==> src/rtl/route_bypass_xyz.sv <==
module route_bypass_xyz #(
  parameter int CW = 2,
  parameter int PW = 8,
  localparam int FW = 8 + 3*CW + PW
) (
  input  logic          clk,
  input  logic          rst_n,
  input  logic          in_valid,
  input  logic [FW-1:0] in_flit,
  input  logic [CW-1:0] my_x,
  input  logic [CW-1:0] my_y,
  input  logic [CW-1:0] my_z,
  input  logic [5:0]    nbr_flag,
  output logic          out_valid,
  output logic [6:0]    out_port,
  output logic          out_blocked,
  output logic [CW-1:0] out_nx,
  output logic [CW-1:0] out_ny,
  output logic [CW-1:0] out_nz,
  output logic [FW-1:0] out_flit
);
  localparam int ZD_LO = PW;
  localparam int YD_LO = PW + CW;
  localparam int XD_LO = PW + 2*CW;
  localparam int NP_LO = PW + 3*CW;

  localparam logic [6:0] P_E = 7'b0000001;
  localparam logic [6:0] P_W = 7'b0000010;
  localparam logic [6:0] P_N = 7'b0000100;
  localparam logic [6:0] P_S = 7'b0001000;
  localparam logic [6:0] P_U = 7'b0010000;
  localparam logic [6:0] P_D = 7'b0100000;
  localparam logic [6:0] P_L = 7'b1000000;

  logic [CW-1:0] dx, dy, dz;
  assign dx = in_flit[XD_LO +: CW];
  assign dy = in_flit[YD_LO +: CW];
  assign dz = in_flit[ZD_LO +: CW];

  logic need_x, need_y, need_z, go_e, go_n, go_u;
  assign need_x = dx != my_x;
  assign need_y = dy != my_y;
  assign need_z = dz != my_z;
  assign go_e   = dx > my_x;
  assign go_n   = dy > my_y;
  assign go_u   = dz > my_z;

  logic bad_x, bad_y, bad_z;
  assign bad_x = go_e ? nbr_flag[0] : nbr_flag[1];
  assign bad_y = go_n ? nbr_flag[2] : nbr_flag[3];
  assign bad_z = go_u ? nbr_flag[4] : nbr_flag[5];

  logic [6:0] port_x, port_y, port_z;
  assign port_x = go_e ? P_E : P_W;
  assign port_y = go_n ? P_N : P_S;
  assign port_z = go_u ? P_U : P_D;

  logic [6:0] port_d;
  logic       blk_d;
  always_comb begin
    blk_d  = 1'b0;
    port_d = P_L;
    if (need_x && !bad_x)      port_d = port_x;
    else if (need_y && !bad_y) port_d = port_y;
    else if (need_z && !bad_z) port_d = port_z;
    else if (need_x) begin port_d = port_x; blk_d = 1'b1; end
    else if (need_y) begin port_d = port_y; blk_d = 1'b1; end
    else if (need_z) begin port_d = port_z; blk_d = 1'b1; end
  end

  logic [CW-1:0] nx_d, ny_d, nz_d;
  assign nx_d = port_d[0] ? my_x + CW'(1) : port_d[1] ? my_x - CW'(1) : my_x;
  assign ny_d = port_d[2] ? my_y + CW'(1) : port_d[3] ? my_y - CW'(1) : my_y;
  assign nz_d = port_d[4] ? my_z + CW'(1) : port_d[5] ? my_z - CW'(1) : my_z;

  logic [FW-1:0] flit_d;
  always_comb begin
    flit_d = in_flit;
    flit_d[NP_LO +: 7] = port_d;
  end

  always_ff @(posedge clk) begin
    if (!rst_n) begin
      out_valid   <= 1'b0;
      out_port    <= '0;
      out_blocked <= 1'b0;
      out_nx      <= '0;
      out_ny      <= '0;
      out_nz      <= '0;
      out_flit    <= '0;
    end else begin
      out_valid <= in_valid;
      if (in_valid) begin
        out_port    <= port_d;
        out_blocked <= blk_d;
        out_nx      <= nx_d;
        out_ny      <= ny_d;
        out_nz      <= nz_d;
        out_flit    <= flit_d;
      end
    end
  end

  AST_PORT_ONEHOT: assert property (@(posedge clk) disable iff (!rst_n)
    out_valid |-> $countones(out_port) == 1);
  AST_FIELD_MATCH: assert property (@(posedge clk) disable iff (!rst_n)
    out_valid |-> out_flit[NP_LO +: 7] == out_port);
  AST_HOME_LOCAL: assert property (@(posedge clk) disable iff (!rst_n)
    in_valid && !need_x && !need_y && !need_z |=> out_port == P_L && !out_blocked);
  AST_X_FIRST: assert property (@(posedge clk) disable iff (!rst_n)
    in_valid && need_x && !bad_x |=> out_port[0] || out_port[1]);
  AST_AVOID_FLAGGED: assert property (@(posedge clk) disable iff (!rst_n)
    out_valid && !out_blocked |-> (out_port[5:0] & $past(nbr_flag)) == 6'b0);
  AST_BLOCK_NOT_HOME: assert property (@(posedge clk) disable iff (!rst_n)
    out_blocked |-> !out_port[6]);
  AST_HOLD_IDLE: assert property (@(posedge clk) disable iff (!rst_n)
    !in_valid |=> !out_valid && $stable(out_port) && $stable(out_flit) && $stable(out_blocked));
endmodule

==> config.mk <==
export PLATFORM = sky130hd
export DESIGN_NAME = route_bypass_xyz
export DESIGN_NICKNAME = d
export VERILOG_FILES = /design/src/rtl/route_bypass_xyz.sv
export SDC_FILE = /design/constraint.sdc
export NUM_CORES = 1
export LEC_CHECK = 0
export ABC_AREA = 1
export ABC_CLOCK_PERIOD_IN_PS = 3600
export BUFFER_PORTS_ARGS = -buffer_cell sky130_fd_sc_hd__buf_4
export CORE_MARGIN = 2
export CORE_UTILIZATION = 50
export CTS_CLUSTER_DIAMETER = 80
export DETAILED_ROUTE_END_ITERATION = 12
export MAX_ROUTING_LAYER = met4
export PLACE_DENSITY = 0.83
export RECOVER_POWER = 25
export SLEW_MARGIN = 0
export SYNTH_ARGS = -nofsm -noshare
export SYNTH_HDL_FRONTEND = slang
export SYNTH_SLANG_ARGS = --single-unit
==> constraint.sdc <==
create_clock -name clk -period 3.6 [get_ports clk]
set_clock_uncertainty 0.1 [all_clocks]
set_input_delay 0 -clock clk [delete_from_list [all_inputs] [get_ports clk]]
set_output_delay 0 -clock clk [all_outputs]
set_load 0.02 [all_outputs]
## Yosys cells after proc, flatten, opt, wreduce, memory -nomap -nowiden

Cells that the tools add are included.

| word-level totals | value |
|---|---|
| logic and storage cells | 49 |
| flip-flop bits (word level) | 37 |

| cells by class | value |
|---|---|
| magnitude comparators | 3 |
| add/sub/neg operators | 6 |
| multiplexer cells | 24 |
| eq/ne operators | 3 |
| reductions and logical operators | 6 |

Operator list:

| kind | number |
|---|---|
| 7-bit two-way mux | 6 |
| 2-bit two-way mux | 7 |
| 1-bit two-way mux | 9 |
| 2-bit by 1-bit adder with 2-bit output, second input constant | 3 |
| 2-bit > comparator | 3 |
| 6-bit two-way mux | 1 |
| 2-bit != test | 3 |
| 2-bit by 1-bit subtractor with 2-bit output, second input constant | 3 |
| 4-bit two-way mux | 1 |
| 1-bit logical AND | 3 |
| 1-bit logical NOT | 3 |

## Longest topological paths before layout

Gate-level depths: netlist of the first run.

| depth | value |
|---|---|
| word-level depth | 10 |
| depth in mapped cells | 15 |
| gate-level depth less buffers | 15 |

## Worst setup path before layout of the first run

OpenSTA, ideal clock, no wires.

| path | value |
|---|---|
| kind | input-to-reg |
| start | in my_x[1] |
| end | reg out_nz[0] |
| library setup time | 0.113 ns |
| buffers on the path | 0 |
| arrival | 1.154 ns |
| cell stages on the path | 12 |
| setup slack | 2.232 ns |
| path through | inv_1 -> ha_1 -> nand2_1 -> nand2_1 -> nand3_2 -> nand2_1 -> nor2_2 -> nand3_1 -> nand3_1 -> nand2_1 -> o21ai_1 -> inv_1 |

| on the way | value |
|---|---|
| longest elaborated chain between the ends | 7 |
| elaborated cells between the ends (all ways) | 11 |
| classes of those cells | order compare: 1; eq/ne: 1; mux: 7; reduce/logical: 2 |

RTL lines:

| what | line | source |
|---|---|---|
| start, declared | 10 | `input logic [CW-1:0] my_x,` |
| 2-bit != test / 2-bit > comparator (equally long branches) | 41, 44 |  |
| 7-bit two-way mux / 1-bit two-way mux (equally long branches) | 66, 49 |  |
| 7-bit two-way mux / 1-bit logical NOT (equally long branches) | 65, 63 |  |
| 7-bit two-way mux / 1-bit logical AND (equally long branches) | 64, 63 |  |
| 7-bit two-way mux (*) | 63 | `if (need_x && !bad_x) port_d = port_x;` |
| 2-bit two-way mux | 74 | `assign nz_d = port_d[4] ? my_z + CW'(1) : port_d[5] ? my_z - CW'(1) : my_z;` |
| 2-bit two-way mux (*) | 74 |  |
| end signal, assigned | 98 | `out_nz <= nz_d;` |
| end, declared | 19 | `output logic [CW-1:0] out_nz,` |

Mark *: on every way between the ends. The rest lies on a longest branch, timed or not.
A chain may end at the register's enable or synchronous reset.

## Worst setup path in the final report of the first run

| path | value |
|---|---|
| start | in in_flit[13] |
| end | reg out_ny[1] |

| on the way | value |
|---|---|
| longest elaborated chain between the ends | 7 |
| elaborated cells between the ends (all ways) | 11 |
| classes of those cells | order compare: 1; eq/ne: 1; mux: 7; reduce/logical: 2 |

RTL lines:

| what | line | source |
|---|---|---|
| start, declared | 9 | `input logic [FW-1:0] in_flit,` |
| 2-bit != test / 2-bit > comparator (equally long branches) | 41, 44 |  |
| 7-bit two-way mux / 1-bit two-way mux (equally long branches) | 66, 49 |  |
| 7-bit two-way mux / 1-bit logical NOT (equally long branches) | 65, 63 |  |
| 7-bit two-way mux / 1-bit logical AND (equally long branches) | 64, 63 |  |
| 7-bit two-way mux (*) | 63 |  |
| 2-bit two-way mux | 73 | `assign ny_d = port_d[2] ? my_y + CW'(1) : port_d[3] ? my_y - CW'(1) : my_y;` |
| 2-bit two-way mux (*) | 73 |  |
| end signal, assigned | 97 | `out_ny <= ny_d;` |
| end, declared | 18 | `output logic [CW-1:0] out_ny,` |

Marked as above.

==> results of run 1 <==
-- power by group --
part | switching [W] | leakage, nW | internal [W]
registers | 0.0000156 | 0.249 | 0.000356
logic | 0.000172 | 1.01 | 0.000126
clock network | 0.000122 | 0.0343 | 0.0000939
total | 0.000310 | 1.29 | 0.000576
-- metrics by stage --
stage / cell area [sq um] / instances / total power, W / utilization, % / hold WS [ns]
after floorplan: 1650 / 238 / 0.000545 / - / 0.0256
after global routing: 2500 / 380 / 0.000934 / 80.6 / 0.0141
after global placement: 2120 / 334 / 0.000632 / 68.2 / 0.122
final: 2500 / 380 / 0.000886 / 80.6 / 0.0149
after CTS: 2560 / 380 / 0.000881 / 82.5 / 0.00979
after detailed placement: 2120 / 334 / 0.000639 / 68.2 / 0.128
-- flip-flops by register name (all words and copies together), names as in the netlist --
name and count:
out_port 6, out_flit 16, out_blocked 1, out_valid 1, out_ny 2, out_nz 2, out_nx 2
-- worst max-delay path, stage by stage --
cell	delay [ns]
sky130_fd_sc_hd__dlygate4sd3_1	0.53
sky130_fd_sc_hd__buf_4	0.15
sky130_fd_sc_hd__ha_1	0.31
sky130_fd_sc_hd__nand2_1	0.13
sky130_fd_sc_hd__nand2_1	0.09
sky130_fd_sc_hd__nand3_2	0.08
sky130_fd_sc_hd__nand2_1	0.10
sky130_fd_sc_hd__inv_1	0.16
sky130_fd_sc_hd__nand3_1	0.12
sky130_fd_sc_hd__nand3_1	0.10
sky130_fd_sc_hd__nand2_1	0.05
sky130_fd_sc_hd__nor2_1	0.12
sky130_fd_sc_hd__nor2_1	0.05
sky130_fd_sc_hd__dlygate4sd3_1	0.54
-- kinds of logic (layout without fill, tap and decap cells) --
| logic type | Yosys count | after routing | synth area share (%) |
|---|---|---|---|
| DFF | 30 | 30 | 36.4 |
| and+or+nand+nor | 110 | 110 | 32.0 |
| buffers and inverters | 50 | 148 | 13.1 |
| xor gates and xnor gates | 1 | 1 | 0.532 |
| adders and majority gates | 6 | 6 | 4.56 |
| AOI/OAI and AO/OA | 41 | 41 | 13.4 |
-- final timing paths --
path	cells past startpoint	slack, ns	start	to
max	14	1.19	in_flit[13]	out_ny[1]
min	3	0.01	in_valid	out_flit[20]
max reg2reg	3	2.23	out_flit[21]	out_flit[21]
min reg2reg	2	0.39	out_blocked	out_blocked
-- placed cells by master, fill, tap and decap left out, types with 2 or more instances in the layout --
master / n
sky130_fd_sc_hd__a21oi_1: 13
sky130_fd_sc_hd__buf_4: 50
sky130_fd_sc_hd__clkbuf_1: 16
sky130_fd_sc_hd__clkbuf_4: 5
sky130_fd_sc_hd__dfxtp_1: 30
sky130_fd_sc_hd__dlygate4sd3_1: 38
sky130_fd_sc_hd__ha_1: 6
sky130_fd_sc_hd__inv_1: 35
sky130_fd_sc_hd__nand2_1: 31
sky130_fd_sc_hd__nand2_2: 5
sky130_fd_sc_hd__nand3_1: 22
sky130_fd_sc_hd__nand3_2: 2
sky130_fd_sc_hd__nand4_1: 3
sky130_fd_sc_hd__nor2_1: 41
sky130_fd_sc_hd__o21ai_0: 23
-- what timing repair did --
item                                    in CTS  in global routing
hold buffers                                38                  0
endpoints found under the hold margin       27                  0
buffers inserted                             0                  0
endpoints found under the setup margin       0                  0
-- per-layer routing --
layer,global-route usage [%],wire (microns),up-vias
met5,-,0,-
met4,6.69,95,0
met3,5.67,269,8
met2,56.5,2930,78
met1,32.3,2000,932
li1,-,-,948
-- final cells by class --
| class | count | area [sq um] | area share, % |
|---|---|---|---|
| multi-input cells | 158 | 831 | 33.2 |
| repair buffers | 104 | 816 | 32.6 |
| flip-flops and latches | 30 | 601 | 24.0 |
| inverters | 36 | 135 | 5.40 |
| well taps | 44 | 55.1 | 2.20 |
| clock buffers | 6 | 51.3 | 2.05 |
| clock inverters | 2 | 12.5 | 0.500 |
==> flow_metrics.tcl, run 1 <==
set metrics [dict create \
    grt_setup_unrepaired "no" \
    groute.usage.overall_pct 30.0 \
    fp.dieH_microns 61.4 \
    fmaxAchievable_ghz 0.414 \
    p_leak_nw 1.29 \
    yosys_register_bits 30 \
    number_of_top_level_design_ports 74 \
    drive_above_1_share_pct 21.7 \
    worstPathArrival_ns 2.54 \
    timing.final.hold_violations 0 \
    grt_first_pass_wirelength_mm 7.94 \
    power.density_nw_per_um2 354 \
    postCtsResizedCells 0 \
    finalCritPeriodShare_pct 67.1 \
    place_worst_setup_slack_ns 1.90 \
    numPortBuffers 66 \
    cts_tree "yes" \
    top_count_cell_post_synth "sky130_fd_sc_hd__nor2_1" \
    synth.top_cells.by_count "41 x sky130_fd_sc_hd__nor2_1, 35 x sky130_fd_sc_hd__inv_1, 31 x sky130_fd_sc_hd__nand2_1, 30 x sky130_fd_sc_hd__dfxtp_1, 23 x sky130_fd_sc_hd__o21ai_0" \
    synth.cell_area_sq_um 1650 \
    ir_drop_v 0.000343 \
    drtAntennaViolNets 0 \
    worstSetupEndpointType "flop" \
    placer_congestion_estimate 0.855 \
    synth.largest_area_cell "sky130_fd_sc_hd__dfxtp_1" \
    synth_edf_count 0 \
    setup.worst_path.start_class "input port" \
    max_transition_viols_final 0 \
    tightestPinTransition_ns 1.05 \
    avgSynthCellArea_sq_um 6.92 \
    syn-num-nets 281 \
    slew_headroom_pct 30.2 \
    setup_viol 0 \
    cap_violations 0 \
    synthesis.yosys.warnings 0 \
    layout.filler_cells 221 \
    cell_chosen_for_the_clock_root "sky130_fd_sc_hd__clkbuf_4" \
    avgViaCountPerCell 5.17 \
    path_class "in -> reg" \
    setup_ws_ns 1.19 \
    finalWirelength_mm 5.30 \
    syn-instance-count 238 \
    top_post_synthesis_cells_by_area "sky130_fd_sc_hd__dfxtp_1 36%, sky130_fd_sc_hd__nor2_1 9.3%, sky130_fd_sc_hd__inv_1 8.0%" \
    insertedDiodeCount 0 \
    worstSkewPairLatency_ns 0.32 \
    place.detailed.hpwl_mm 3.04 \
    cts_buffers 5 \
    die_x_microns 61.4 \
    core_area_sq_um 3100 \
    period_needed_ns 2.41 \
    first_global_vias 1805 \
    drt_first_pass_iters 4 \
    routed-via-count 1966 \
    htree_levels 2 \
    routed_length_per_placed_instance_microns 13.9 \
    synth_top_cell_area_share_pct 36.4 \
    synth_cell_types 27 \
    critical_path.max_fanout 4 \
    finish.net_count 378 \
    result_of_the_run "completed" \
    cts.clk_slew.worst_paths_ns 0.11 \
    fraction_of_the_yosys_area_taken_by_sequential_cells_pct 36.4 \
    area_delta_synth_final_pct 51.8 \
    antenna_violations_before_repair 0 \
    grt_max_degree 43 \
    setup_total_negative_slack_ns 0 \
    hold_class "in -> reg" \
    rows 20 \
    cts_max_path_buffers 2 \
    yosys_most_used_dff "sky130_fd_sc_hd__dfxtp_1" \
    drt_iter0_drc 72 \
    postSynth.asyncResetShare_pct 0 \
    timing.critical_path.required_ns 3.72 \
    global_route.overflow_total 0 \
    drc 0 \
    dieArea_sq_um 3770 \
    initial_core_util_pct 53.1 \
    number_of_clock_sinks 30 \
]
Note: power is estimated with default switching activity, not from simulation.
==> inputs of run 2 (changes only) <==
--- a/config.mk
+++ b/config.mk
@@ -6,14 +6,14 @@
 export NUM_CORES = 1
 export LEC_CHECK = 0
 export ABC_AREA = 1
-export ABC_CLOCK_PERIOD_IN_PS = 3600
+export ABC_CLOCK_PERIOD_IN_PS = 2100
 export BUFFER_PORTS_ARGS = -buffer_cell sky130_fd_sc_hd__buf_4
 export CORE_MARGIN = 2
-export CORE_UTILIZATION = 50
+export CORE_UTILIZATION = 42
 export CTS_CLUSTER_DIAMETER = 80
 export DETAILED_ROUTE_END_ITERATION = 12
 export MAX_ROUTING_LAYER = met4
-export PLACE_DENSITY = 0.83
+export PLACE_DENSITY = 0.74
 export RECOVER_POWER = 25
 export SLEW_MARGIN = 0
 export SYNTH_ARGS = -nofsm -noshare
==> constraint.sdc (replaced) <==
create_clock -name clk -period 2.1 [get_ports clk]
set_clock_uncertainty 0.1 [all_clocks]
set_input_delay 0 -clock clk [delete_from_list [all_inputs] [get_ports clk]]
set_output_delay 0 -clock clk [all_outputs]
set_load 0.02 [all_outputs]
==> run 2 against run 1 <==
  * Worst hold slack got worse by 0.010 ns
  * Highest routed layer unchanged
  * Non-clock buffer count fell by 6
  * Clock-buffer cell count rose by 1
  * Routed wire length fell by 14%
  * Die area rose by 18%
  * Worst setup slack got worse by 1.0 ns
  * Power rose by 81%
  * Register-to-register slack got worse by 1.5 ns
  * Sequential cell count did not move
  * Final area fell by 0.15%
  * Utilization fell by 13 points
  * First-iteration DRC count rose by 6.9%
==> flow_metrics.tcl, run 2 (synthesized netlist as in run 1, its figures left out) <==
set metrics [dict create \
    internal_power_w 0.00109 \
    power.density_nw_per_um2 640 \
    p_leak_nw 1.28 \
    number_of_clock_sinks 30 \
    groute.usage.overall_pct 22.7 \
    grt_setup_unrepaired "no" \
    hold_class "in -> reg" \
    period_needed_ns 1.91 \
    routed_length_per_placed_instance_microns 12.0 \
    place_inst 338 \
    area_delta_synth_final_pct 51.6 \
    drt_iter0_drc 77 \
    cpPeakStageDelay_ns 0.56 \
    top_register "out_flit" \
    initial_core_util_pct 44.3 \
    sequentialPowerShare_pct 39.7 \
    result_of_the_run "completed" \
    drc 0 \
    die_x_microns 66.6 \
    cts_max_path_buffers 2 \
    first_global_vias 1650 \
    path_class "in -> reg" \
    global_route.overflow_total 0 \
    critPathSlowestCell "sky130_fd_sc_hd__dlygate4sd3_1" \
    power.clock.fraction_pct 29.3 \
    power.combinational.fraction_pct 31.0 \
    cell_chosen_for_the_clock_root "sky130_fd_sc_hd__clkbuf_8" \
    max_transition_viols_final 0 \
    cts.repair_timing.setup_buffer_count 0 \
    cap_violations 0 \
    fmaxAchievable_ghz 0.523 \
    power.switching_fraction_pct 32.1 \
    cts.clk_slew.worst_paths_ns 0.05 \
    setup.worst_path.start_class "input port" \
    layout.core_utilization_pct 67.2 \
    reported_net_switching_power_w 0.000514 \
    insertedDiodeCount 0 \
    tightestPinTransition_ns 0.511 \
    drive_above_1_share_pct 23.6 \
    rows 22 \
    drtAntennaViolNets 0 \
    cts_tree "yes" \
    setup_total_negative_slack_ns 0 \
    place.detailed.hpwl_mm 2.88 \
    numPortBuffers 66 \
    registers_with_the_most_flip_flops "out_flit: 16 flops, out_port: 6 flops" \
    grt_first_pass_wirelength_mm 7.36 \
    setup_viol 0 \
    critical_path.max_fanout 5 \
    timing.critical_path.required_ns 2.17 \
    cts_buffers 5 \
    final_common_cell "sky130_fd_sc_hd__buf_4" \
    placer_congestion_estimate 0.783 \
    core_area_sq_um 3720 \
    worstSetupEndpointType "flop" \
    slew_headroom_pct 65.9 \
    worstSkewPairLatency_ns 0.27 \
    avgViaCountPerCell 4.76 \
    layout.filler_cells 362 \
    ir_drop_v 0.000489 \
    finish.net_count 372 \
    htree_levels 2 \
    finalCritPeriodShare_pct 91.0 \
    finalWirelength_mm 4.55 \
    drt_first_pass_iters 4 \
    dieArea_sq_um 4440 \
    number_of_top_level_design_ports 74 \
    fp.dieH_microns 66.6 \
    grt_max_degree 43 \
    routed-via-count 1801 \
    crit_chain "dlygate4sd3_1, buf_4, inv_1, ha_1, nand2_2, nand4_4, nand2_4, nor2_1, nand2_1, nand2_2, o21bai_1, nand3_1, nand2_1, inv_1" \
    worstPathArrival_ns 1.98 \
    stdcell_count 378 \
    largest_reg_flops 16 \
    timing.final.hold_violations 0 \
    layout.cells.most_common_list "51 x sky130_fd_sc_hd__buf_4, 40 x sky130_fd_sc_hd__nor2_1, 35 x sky130_fd_sc_hd__inv_1, 32 x sky130_fd_sc_hd__dlygate4sd3_1, 30 x sky130_fd_sc_hd__dfxtp_1" \
    antenna_violations_before_repair 0 \
]
[run 2: stage by stage]
stage	area, sq um	total power (W)	worst slack [ns]	hold slack, ns
finish	2500	0.00160	0.189	0.00493
global placement	2120	0.00109	0.469	0.123
floorplan	1650	0.000935	0.732	0.0256
detailed placement	2120	0.00109	0.428	0.128
CTS	2530	0.00161	0.176	0.00193
global route	2500	0.00170	0.0407	0.0665
[run 2: area by class of cell]
class                   instances  area (sq um)  share of cell area (%)
multi-input cells             158           851                    34.1
repair buffers                 98           759                    30.4
flip-flops and latches         30           601                    24.0
inverters                      36           135                    5.41
clock buffers                   7          86.3                    3.46
well taps                      48          60.1                    2.40
clock inverters                 1          5.00                   0.200
[run 2: power groups by stage]
| stage | Clock (W) | Sequential (W) | Combinational (W) |
|---|---|---|---|
| 2_1_floorplan | 0 | 0.000695 | 0.000240 |
| 3_3_place_gp | 0 | 0.000645 | 0.000440 |
| 3_5_place_dp | 0 | 0.000647 | 0.000446 |
| 4_1_cts | 0.000481 | 0.000634 | 0.000498 |
| 5_1_grt | 0.000513 | 0.000640 | 0.000548 |
| 6_report | 0.000468 | 0.000635 | 0.000496 |
[run 2: path summary, 6_finish.rpt]
path | from | to | slack [ns] | depth (start not counted)
setup / recovery | my_z[1] | out_nx[0] | 0.19 | 14
setup reg to reg | out_flit[4] | out_flit[4] | 0.75 | 3
hold / removal | my_x[0] | out_nx[0] | 0.005 | 5
hold reg to reg | out_blocked | out_blocked | 0.37 | 2
[run 2: what timing repair did]
action	CTS	global route
gates resized for setup	0	6
hold buffers	32	0
endpoints found under the hold margin	21	0
setup endpoints to repair	0	3
[run 2: critical path, delay by kind of cell]
kind | cells | cell delay [ns]
simple gates | 8 | 0.78
fa+ha+maj | 1 | 0.32
buf+inv | 4 | 0.76
compound gates | 1 | 0.12
[run 2: metal layers]
metal | vias to the layer above | GRT usage (%) | wire [microns] | part of all wire, %
met5 | - | - | 0 | 0
met4 | 0 | 6.12 | 48 | 1.1
met3 | 8 | 5.24 | 226 | 5.0
met2 | 49 | 39.8 | 2330 | 51
met1 | 806 | 25.9 | 1950 | 43
li1 | 938 | - | - | -
